**src/rtl/hexscan_pkg.sv**
```systemverilog
package hexscan_pkg;

    localparam int NIB_W = 4;
    localparam int SEG_W = 8;

    typedef logic [NIB_W-1:0] nib_t;
    typedef logic [SEG_W-1:0] seg_t;

    // all segments dark (active low)
    localparam seg_t SEG_DARK = 8'hFF;

    // scan phases after an advance request
    typedef enum logic [1:0] {
        PH_IDLE  = 2'd0,   // columns showing, waiting for a step
        PH_PAINT = 2'd1,   // columns dark, glyph to be loaded
        PH_SHOW  = 2'd2    // glyph loaded, column to be enabled
    } phase_e;

    // active-low hex glyph for one nibble
    function automatic seg_t glyph_of(input nib_t n);
        seg_t g;
        case (n)
            4'h0: g = 8'h05;
            4'h1: g = 8'hDD;
            4'h2: g = 8'h86;
            4'h3: g = 8'h94;
            4'h4: g = 8'h5C;
            4'h5: g = 8'h34;
            4'h6: g = 8'h24;
            4'h7: g = 8'h9D;
            4'h8: g = 8'h04;
            4'h9: g = 8'h14;
            4'hA: g = 8'h0C;
            4'hB: g = 8'h64;
            4'hC: g = 8'h27;
            4'hD: g = 8'hC4;
            4'hE: g = 8'h26;
            default: g = 8'h2E;
        endcase
        return g;
    endfunction

endpackage

```
**src/rtl/hexscan_prescale.sv**
```systemverilog
module hexscan_prescale #(
    parameter int DIV = 20
) (
    input  logic clk,
    input  logic rst,
    input  logic tick_i,
    output logic step_o
);
    localparam int CNT_W = $clog2(DIV + 1);

    logic [CNT_W-1:0] cnt_q;

    // a step fires on the strobe that brings the count to expiry
    assign step_o = tick_i && (cnt_q == CNT_W'(1));

    always_ff @(posedge clk) begin
        if (rst) begin
            cnt_q <= CNT_W'(DIV);
        end else if (tick_i) begin
            if (cnt_q == CNT_W'(1)) cnt_q <= CNT_W'(DIV);
            else                    cnt_q <= cnt_q - CNT_W'(1);
        end
    end

    AST_CNT_RANGE: assert property (@(posedge clk) disable iff (rst)
        (cnt_q >= CNT_W'(1)) && (cnt_q <= CNT_W'(DIV))) else $error("count range");

    AST_CNT_HOLD: assert property (@(posedge clk) disable iff (rst)
        !tick_i |=> $stable(cnt_q)) else $error("count moved without strobe");

endmodule

```
**src/rtl/hexscan_glyph.sv**
```systemverilog
module hexscan_glyph
    import hexscan_pkg::*;
(
    input  nib_t nib_i,
    output seg_t seg_o
);
    assign seg_o = glyph_of(nib_i);
endmodule

```
**src/rtl/hexscan_seq.sv**
```systemverilog
module hexscan_seq
    import hexscan_pkg::*;
#(
    parameter int N = 4
) (
    input  logic                    clk,
    input  logic                    rst,
    input  logic                    step_i,
    input  logic [N-1:0][SEG_W-1:0] glyphs_i,
    output seg_t                    seg_o,
    output logic [N-1:0]            col_o
);
    localparam int IDX_W = $clog2(N);
    localparam logic [N-1:0] COL_FIRST = N'(1);
    localparam logic [N-1:0] COL_TOP   = {1'b1, {(N-1){1'b0}}};

    phase_e          ph_q;
    logic [N-1:0]    next_col_q;
    logic [IDX_W-1:0] idx_q;
    seg_t            seg_q;
    logic [N-1:0]    col_q;

    always_ff @(posedge clk) begin
        if (rst) begin
            ph_q       <= PH_IDLE;
            next_col_q <= COL_FIRST;
            idx_q      <= '0;
            seg_q      <= SEG_DARK;
            col_q      <= '0;
        end else begin
            case (ph_q)
                PH_IDLE: begin
                    if (step_i) begin
                        col_q <= '0;          // break first
                        ph_q  <= PH_PAINT;
                    end
                end
                PH_PAINT: begin
                    seg_q <= glyphs_i[idx_q];
                    ph_q  <= PH_SHOW;
                end
                PH_SHOW: begin
                    col_q <= next_col_q;      // make last
                    if (next_col_q[0]) begin
                        next_col_q <= COL_TOP;
                        idx_q      <= '0;
                    end else begin
                        next_col_q <= next_col_q >> 1;
                        idx_q      <= idx_q + IDX_W'(1);
                    end
                    ph_q <= PH_IDLE;
                end
                default: ph_q <= PH_IDLE;
            endcase
        end
    end

    assign seg_o = seg_q;
    assign col_o = col_q;

    AST_COL_ONEHOT: assert property (@(posedge clk) disable iff (rst)
        $onehot0(col_o)) else $error("several columns");

    AST_SEG_DARKCOL: assert property (@(posedge clk) disable iff (rst)
        (seg_o != $past(seg_o)) |-> (col_o == '0)) else $error("seg moved while lit");

    AST_COL_VIA_ZERO: assert property (@(posedge clk) disable iff (rst)
        ((col_o != '0) && (col_o != $past(col_o))) |-> ($past(col_o) == '0))
        else $error("column switched without blank");

    AST_BLANK_ON_STEP: assert property (@(posedge clk) disable iff (rst)
        (step_i && (ph_q == PH_IDLE)) |=> (col_o == '0)) else $error("no blank");

endmodule

```
**src/rtl/hexscan_top.sv**
```systemverilog
module hexscan_top
    import hexscan_pkg::*;
#(
    parameter int N_DIGITS = 4,
    parameter int DIV      = 20
) (
    input  logic                      clk,
    input  logic                      rst,
    input  logic                      tick_i,
    input  logic [N_DIGITS*NIB_W-1:0] digits_i,
    output logic [SEG_W-1:0]          seg_o,
    output logic [N_DIGITS-1:0]       col_o
);
    logic                           step;
    logic [N_DIGITS-1:0][SEG_W-1:0] glyphs;

    hexscan_prescale #(.DIV(DIV)) u_pre (
        .clk    (clk),
        .rst    (rst),
        .tick_i (tick_i),
        .step_o (step)
    );

    for (genvar k = 0; k < N_DIGITS; k++) begin : g_dec
        hexscan_glyph u_gl (
            .nib_i (digits_i[k*NIB_W +: NIB_W]),
            .seg_o (glyphs[k])
        );
    end

    hexscan_seq #(.N(N_DIGITS)) u_seq (
        .clk      (clk),
        .rst      (rst),
        .step_i   (step),
        .glyphs_i (glyphs),
        .seg_o    (seg_o),
        .col_o    (col_o)
    );

endmodule

```
**config.mk**
```make
export PLATFORM = sky130hd
export DESIGN_NAME = hexscan_top
export DESIGN_NICKNAME = d
export VERILOG_FILES = /design/src/rtl/hexscan_pkg.sv /design/src/rtl/hexscan_prescale.sv /design/src/rtl/hexscan_glyph.sv /design/src/rtl/hexscan_seq.sv /design/src/rtl/hexscan_top.sv
export SDC_FILE = /design/constraint.sdc
export NUM_CORES = 1
export LEC_CHECK = 0
export BUFFER_PORTS_ARGS = -buffer_cell sky130_fd_sc_hd__buf_4
export CORE_UTILIZATION = 39
export DETAILED_ROUTE_END_ITERATION = 8
export SETUP_SLACK_MARGIN = 0.5
export SLEW_MARGIN = 20
export SYNTH_ARGS = -nofsm -noshare
export SYNTH_HDL_FRONTEND = slang
export SYNTH_SLANG_ARGS = --single-unit
```
**constraint.sdc**
```tcl
create_clock -name clk -period 2.1 [get_ports clk]
set_clock_uncertainty 0.15 [all_clocks]
set_input_delay 0.42 -clock clk [delete_from_list [all_inputs] [get_ports clk]]
set_output_delay 0.42 -clock clk [all_outputs]
set_load 0.01 [all_outputs]
```
==> results of run 1 <==
through the flow:
step | power [W] | hold WS (ps) | cells | cell area [um^2] | utilization (%)
after floorplan | 0.000672 | 282 | 266 | 2330 | -
after global placement | 0.000750 | 304 | 353 | 2570 | 49.5
after detailed placement | 0.000751 | 308 | 353 | 2570 | 49.5
after CTS | 0.00118 | 210 | 358 | 2780 | 53.3
after global routing | 0.00125 | 207 | 358 | 2840 | 54.5
final | 0.00119 | 217 | 358 | 2840 | 54.5
what timing repair did:
item                                    CTS  global route
endpoints found under the setup margin    8            11
gates resized for setup                  33            12
setup buffers                             1             0
pin swaps                                12             4
cloned                                    0             0
power breakdown:
part           leakage (nW)  internal, W  total, W  switching (W)
combinational         0.846     0.000144  0.000303       0.000159
sequential            0.196     0.000465  0.000474     0.00000921
clock                0.0357     0.000255  0.000409       0.000154
worst reg2reg max path: cells and delay by family (launching register included):
| kind | cells | cell delay [ps] |
|---|---|---|
| compound gates | 3 | 550 |
| simple gates | 1 | 80 |
| buf+inv | 2 | 290 |
| flops | 1 | 410 |
kinds of logic after synthesis:
group                      after synthesis
AOI/OAI and AO/OA                       70
xor gates and xnor gates                 4
adders and majority gates               30
buffers and inverters                   33
DFF                                     24
muxes                                   15
other                                    1
and+or+nand+nor                         89
path summary, 6_finish.rpt:
path | end | slack, ps | cells after the start | startpoint
worst max register to register | u_seq.seg_o[4] | 520 | 6 | u_seq.idx_q[1]
worst min register to register | u_seq.col_o[3] | 320 | 2 | u_seq.col_o[3]
worst max-delay path | u_seq.seg_o[3] | 460 | 8 | digits_i[8]
worst min-delay path | u_pre.cnt_q[1] | 220 | 2 | tick_i
cells in the final DEF, fill, tap and decap left out, drive strengths merged, types with 2 or more instances in the layout:
cell type / instances
buf: 36
ha: 30
nand2: 29
dfxtp: 24
a21oi: 20
nor2: 18
inv: 15
o21ai: 13
nand2b: 10
nand3: 9
nor2b: 8
nor3: 7
mux2: 7
mux2i: 6
a211oi: 6
xnor2: 3
clkbuf: 3
a311oi: 3
a221oi: 3
a31oi: 2
a2111o: 2
mux4: 2
o2111ai: 2
o211ai: 2
o31ai: 2
nor4: 2
a211o: 2
o311ai: 2
a41oi: 2
nand3b: 2
a2111oi: 2
state kept, by name (all words and copies together), names as in the netlist:
| name | count |
|---|---|
| u_seq.ph_q | 2 |
| u_seq.next_col_q | 4 |
| u_seq.idx_q | 2 |
| u_pre.cnt_q | 5 |
| u_seq.seg_o | 7 |
| u_seq.col_o | 4 |
routing by layer:
metal	global-route usage (%)	routed length, um
met1	26.8	2680
met2	27.1	2260
met3	1.56	115
met4	4.04	27
met5	0	0
Yosys cell counts (2+ instances only):
library cell  number  area [um^2]
a2111o_1           2         22.5
a2111oi_0          2         17.5
a211o_1            2         17.5
a211oi_1           6         45.0
a21oi_1           20          100
a221oi_1           3         26.3
a311oi_1           3         26.3
a31oi_1            2         12.5
a41oi_1            2         17.5
buf_2              9         45.0
buf_4              2         15.0
clkbuf_1           5         18.8
dfxtp_1           24          480
ha_1              30          375
inv_1             15         56.3
mux2_2             6         67.6
mux2i_1            6         60.1
mux4_2             2         45.0
nand2_1           29          109
nand2b_1          10         62.6
nand3_1            9         45.0
nand3b_1           2         15.0
nor2_1            18         67.6
nor2b_1            8         50.1
nor3_1             7         35.0
nor4_1             2         12.5
o2111ai_1          2         17.5
o211ai_1           2         15.0
o21ai_0           13         65.1
o311ai_0           2         17.5
o31ai_1            2         15.0
xnor2_1            3         26.3
area by class of cell:
| class | count | area [um^2] | share of cell area, % |
|---|---|---|---|
| clock inverters | 1 | 30.0 | 1.06 |
| flip-flops and latches | 24 | 483 | 17.0 |
| inverters | 15 | 106 | 3.75 |
| clock buffers | 3 | 41.3 | 1.46 |
| well taps | 70 | 87.6 | 3.09 |
| repair buffers | 36 | 329 | 11.6 |
| multi-input cells | 209 | 1760 | 62.0 |
==> impl_metrics.toml, run 1 <==
[status]
outcome = "finished clean"

[routing]
route.detailed.drc = 0
drtIter0Drc = 94
drt-wirelength-per-cell_um = 14.2
ant_nets = 0
viasPerCell = 5.38
dr.pass1.iters = 4
routed_wl_um = 5090
vias = 1927

[synthesis]
netlist_instances = 266
synth_ff_type = "dfxtp_1"
postSynthAreaPerCell_um2 = 8.03
synthArstFlopShare_pct = 0
synthMuxAreaShare_pct = 8.78
yosysSeqAreaShare_pct = 22.5
synth-compound-area-share_pct = 22.4
synth_fa_ha_area_share_pct = 17.6
synth_top_family_by_area = "compound AO/OA/AOI/OAI gates"
synth_warnings = 0
syn-num-nets = 315
synth_area_mm2 = 0.00214
synthSimpleGateAreaFrac_pct = 20.0
synth_xor_area_share_pct = 1.64
ys_seq_elements = 24
synth_cell_types = 48
synth_edf_count = 0

[sta]
setup_viol = 0
hold_viol_final = 0
max_freq_ghz = 0.609
finalMaxSlewViolations = 0
finalWorstSetupSlack_ps = 459
rsz0062_at_grt = "true"
fin_crit_sh_pct = 78.1
period_minus_slack_ps = 1640
setup_tns_ps = 0

[power]
powerDensity_mw_per_mm2 = 418
max-vdd-ir-drop_v = 0.000218
leakage_nw = 1.08

[die]
die_w_um = 76.0
rows = 26
core_area_mm2 = 0.00520
die-area_mm2 = 0.00578
die_height_um = 76.0
initial_utilization_pct = 41.1
pin_count = 31

[clocking]
cts_tree = "built"
root_buffer = "clkbuf_8"
htree_levels = 1
insertion_delay_ps = 270
numCtsBuffers = 3
clkTransAtPathRegs_ps = 90
clock-sinks = 24
cts_buffer_depth = 2
cts_hold_buf = 0

[layout]
drive_above_1_share_pct = 32.6
n_antenna_cell = 0
n_fill_cell = 505
final_nets = 338
syn_to_final_growth_pct = 32.8

[worst_setup_path]
path_cells = "buf_12, inv_8, ha_4, nor2b_4, o32ai_4, a311oi_2, o211a_1, o21ai_1"
cp.buffers_inverters = 2
cp_max_fo = 6
cp_top_family = "compound AO/OA/AOI/OAI gates"
crit_path_end_kind = "register"
max_stage_delay_ps = 270
critPathLaunchType = "primary input"
cp.arrival_ps = 1650
worstSetupPathType = "primary input to register"
crit_slowest_cell = "a311oi_2"
worst_ep_required_time_ps = 2110

[place]
gp_congestion = 0.794
dp_slack_ps = 35.6
portBuffers = 29
dp_hpwl_um = 3780

[global_routing]
grt_max_degree = 23
grt.total_usage_pct = 17.7
antenna_found_initial = 0
grt_pass1_wl_um = 8540
grt_overflow = 0
grt_pass1_vias = 1772

[worst_hold_path]
min_path_type = "primary input to register"

[job]
timing.max_cap.violations = 0
Power figures use the tool's default switching activity.
==> inputs of run 2 (changes only) <==
==> constraint.sdc (replaced) <==
create_clock -name clk -period 1.4 [get_ports clk]
set_clock_uncertainty 0.15 [all_clocks]
set_input_delay 0.28 -clock clk [delete_from_list [all_inputs] [get_ports clk]]
set_output_delay 0.28 -clock clk [all_outputs]
set_load 0.01 [all_outputs]
==> impl_metrics.toml, run 2 (synthesis gave the netlist of run 1 again) <==
[status]
outcome = "finished, violations left"
violations = "setup timing"

[clocking]
clock-sinks = 24
htree_levels = 1
numCtsBuffers = 3
cts_hold_buf = 0
root_buffer = "clkbuf_8"
clkTransAtPathRegs_ps = 90
cts_buffer_depth = 2
cts_tree = "built"
insertion_delay_ps = 270

[die]
die_height_um = 76.0
initial_utilization_pct = 41.1
die_w_um = 76.0
rows = 26
die-area_mm2 = 0.00578
pin_count = 31
core_area_mm2 = 0.00520

[global_routing]
grt_overflow = 0
antenna_found_initial = 0
grt_pass1_wl_um = 10600
grt_max_degree = 23
grt.total_usage_pct = 22.4
grt_pass1_vias = 2276

[worst_setup_path]
crit_slowest_cell = "nor2b_1"
cp.buffers_inverters = 1
max_stage_delay_ps = 320
cp.arrival_ps = 1540
timing.rr.start = "u_seq.idx_q[1]"
path_cells = "buf_12, ha_4, nor2b_1, o32ai_2, a311oi_1, o211a_1, o21ai_1"
r2r_slack_ps = -140
critPathLaunchType = "primary input"
cp_top_family = "compound AO/OA/AOI/OAI gates"
worstSetupPathType = "primary input to register"
cp_max_fo = 5
crit_path_end_kind = "register"
rr_endpoint = "u_seq.seg_o[3]"
r2r_cells = 5
worst_ep_required_time_ps = 1400

[routing]
routed_wl_um = 6470
dr.pass1.iters = 4
drt-wirelength-per-cell_um = 15.1
vias = 2309
route.detailed.drc = 0
viasPerCell = 5.38
drtIter0Drc = 82
ant_nets = 0

[layout]
n_fill_cell = 372
mostFrequentLayoutCells = "buf_4 (75), nand2_1 (24), buf_6 (20), ha_4 (17)"
fin_util_pct = 74.9
n_antenna_cell = 0
mostFrequentLayoutCell = "buf_4"
drive_above_1_share_pct = 63.5
syn_to_final_growth_pct = 82.3
largest_reg_flops = 7
final_nets = 409

[sta]
finalWorstSetupSlack_ps = -143
period_minus_slack_ps = 1540
hold_viol_final = 0
max_freq_ghz = 0.648
rsz0062_at_grt = "true"
finalMaxSlewViolations = 0
setup_tns_ps = -400
setup_viol = 9
fin_crit_sh_pct = 110

[place]
dp_hpwl_um = 4670
portBuffers = 29
gp_congestion = 0.828
dp_slack_ps = -513

[worst_hold_path]
holdPathEnd = "u_pre.cnt_q[1]"
hold_depth = 3
hp-start = "tick_i"
min_path_type = "primary input to register"

[power]
leakage_nw = 1.53
powerDensity_mw_per_mm2 = 516
max-vdd-ir-drop_v = 0.000349

[job]
timing.max_cap.violations = 0
## run 2: per-stage QoR
stage               hold slack, ps  power (W)  instance area, um^2  instances
global placement               302    0.00128                 3180        406
floorplan                      219    0.00105                 2570        266
global route                   208    0.00211                 3900        429
CTS                            207    0.00197                 3670        420
finish                         199    0.00201                 3900        429
detailed placement             304    0.00129                 3180        406
## run 2: timing repair
| item | CTS | global route |
|---|---|---|
| pin swaps | 34 | 23 |
| buffers inserted | 9 | 9 |
| cloned | 1 | 0 |
| resized for setup | 92 | 38 |
| endpoints found under the setup margin | 35 | 35 |
## run 2: worst min-delay path, cell delays in order
cell      delay [ps]
buf_4            100
buf_4            140
a211oi_2          70
## run 2: final cells by class
cell class,count,area (um^2),share of cell area [%]
Timing Repair Buffer,106,988,25.4
Clock buffer,3,41.3,1.06
Sequential cell,24,513,13.2
Tap cell,70,87.6,2.25
Multi-Input combinational cell,210,2100,53.9
Inverter,15,135,3.47
Clock inverter,1,30.0,0.771
## run 2: worst max-delay path by stage
| stage | from | to | slack (ps) | cells past startpoint |
|---|---|---|---|---|
| finish | digits_i[8] | u_seq.seg_o[3] | -140 | 7 |
| global route | u_seq.idx_q[1] | u_seq.seg_o[3] | -210 | 5 |
| CTS | digits_i[12] | u_seq.seg_o[3] | -70 | 8 |
| detailed placement | digits_i[9] | u_seq.seg_o[0] | -510 | 7 |
| global placement | digits_i[9] | u_seq.seg_o[0] | -500 | 7 |
| floorplan | digits_i[1] | u_seq.seg_o[0] | -140 | 6 |
## run 2: where the power goes
part           total, W  switching (W)  leakage (nW)  internal, W
Clock          0.000610       0.000228        0.0357     0.000383
Sequential     0.000706      0.0000154         0.197     0.000691
Combinational  0.000693       0.000326          1.30     0.000367
Total           0.00201       0.000569          1.53      0.00144
## run 2: routing by layer
layer / vias to the layer above / track usage [%] / routed length, um
li1: 1146 / - / -
met1: 1098 / 28.4 / 2820
met2: 53 / 40.1 / 3340
met3: 12 / 2.87 / 219
met4: 0 / 5.19 / 89
met5: - / 0 / 0
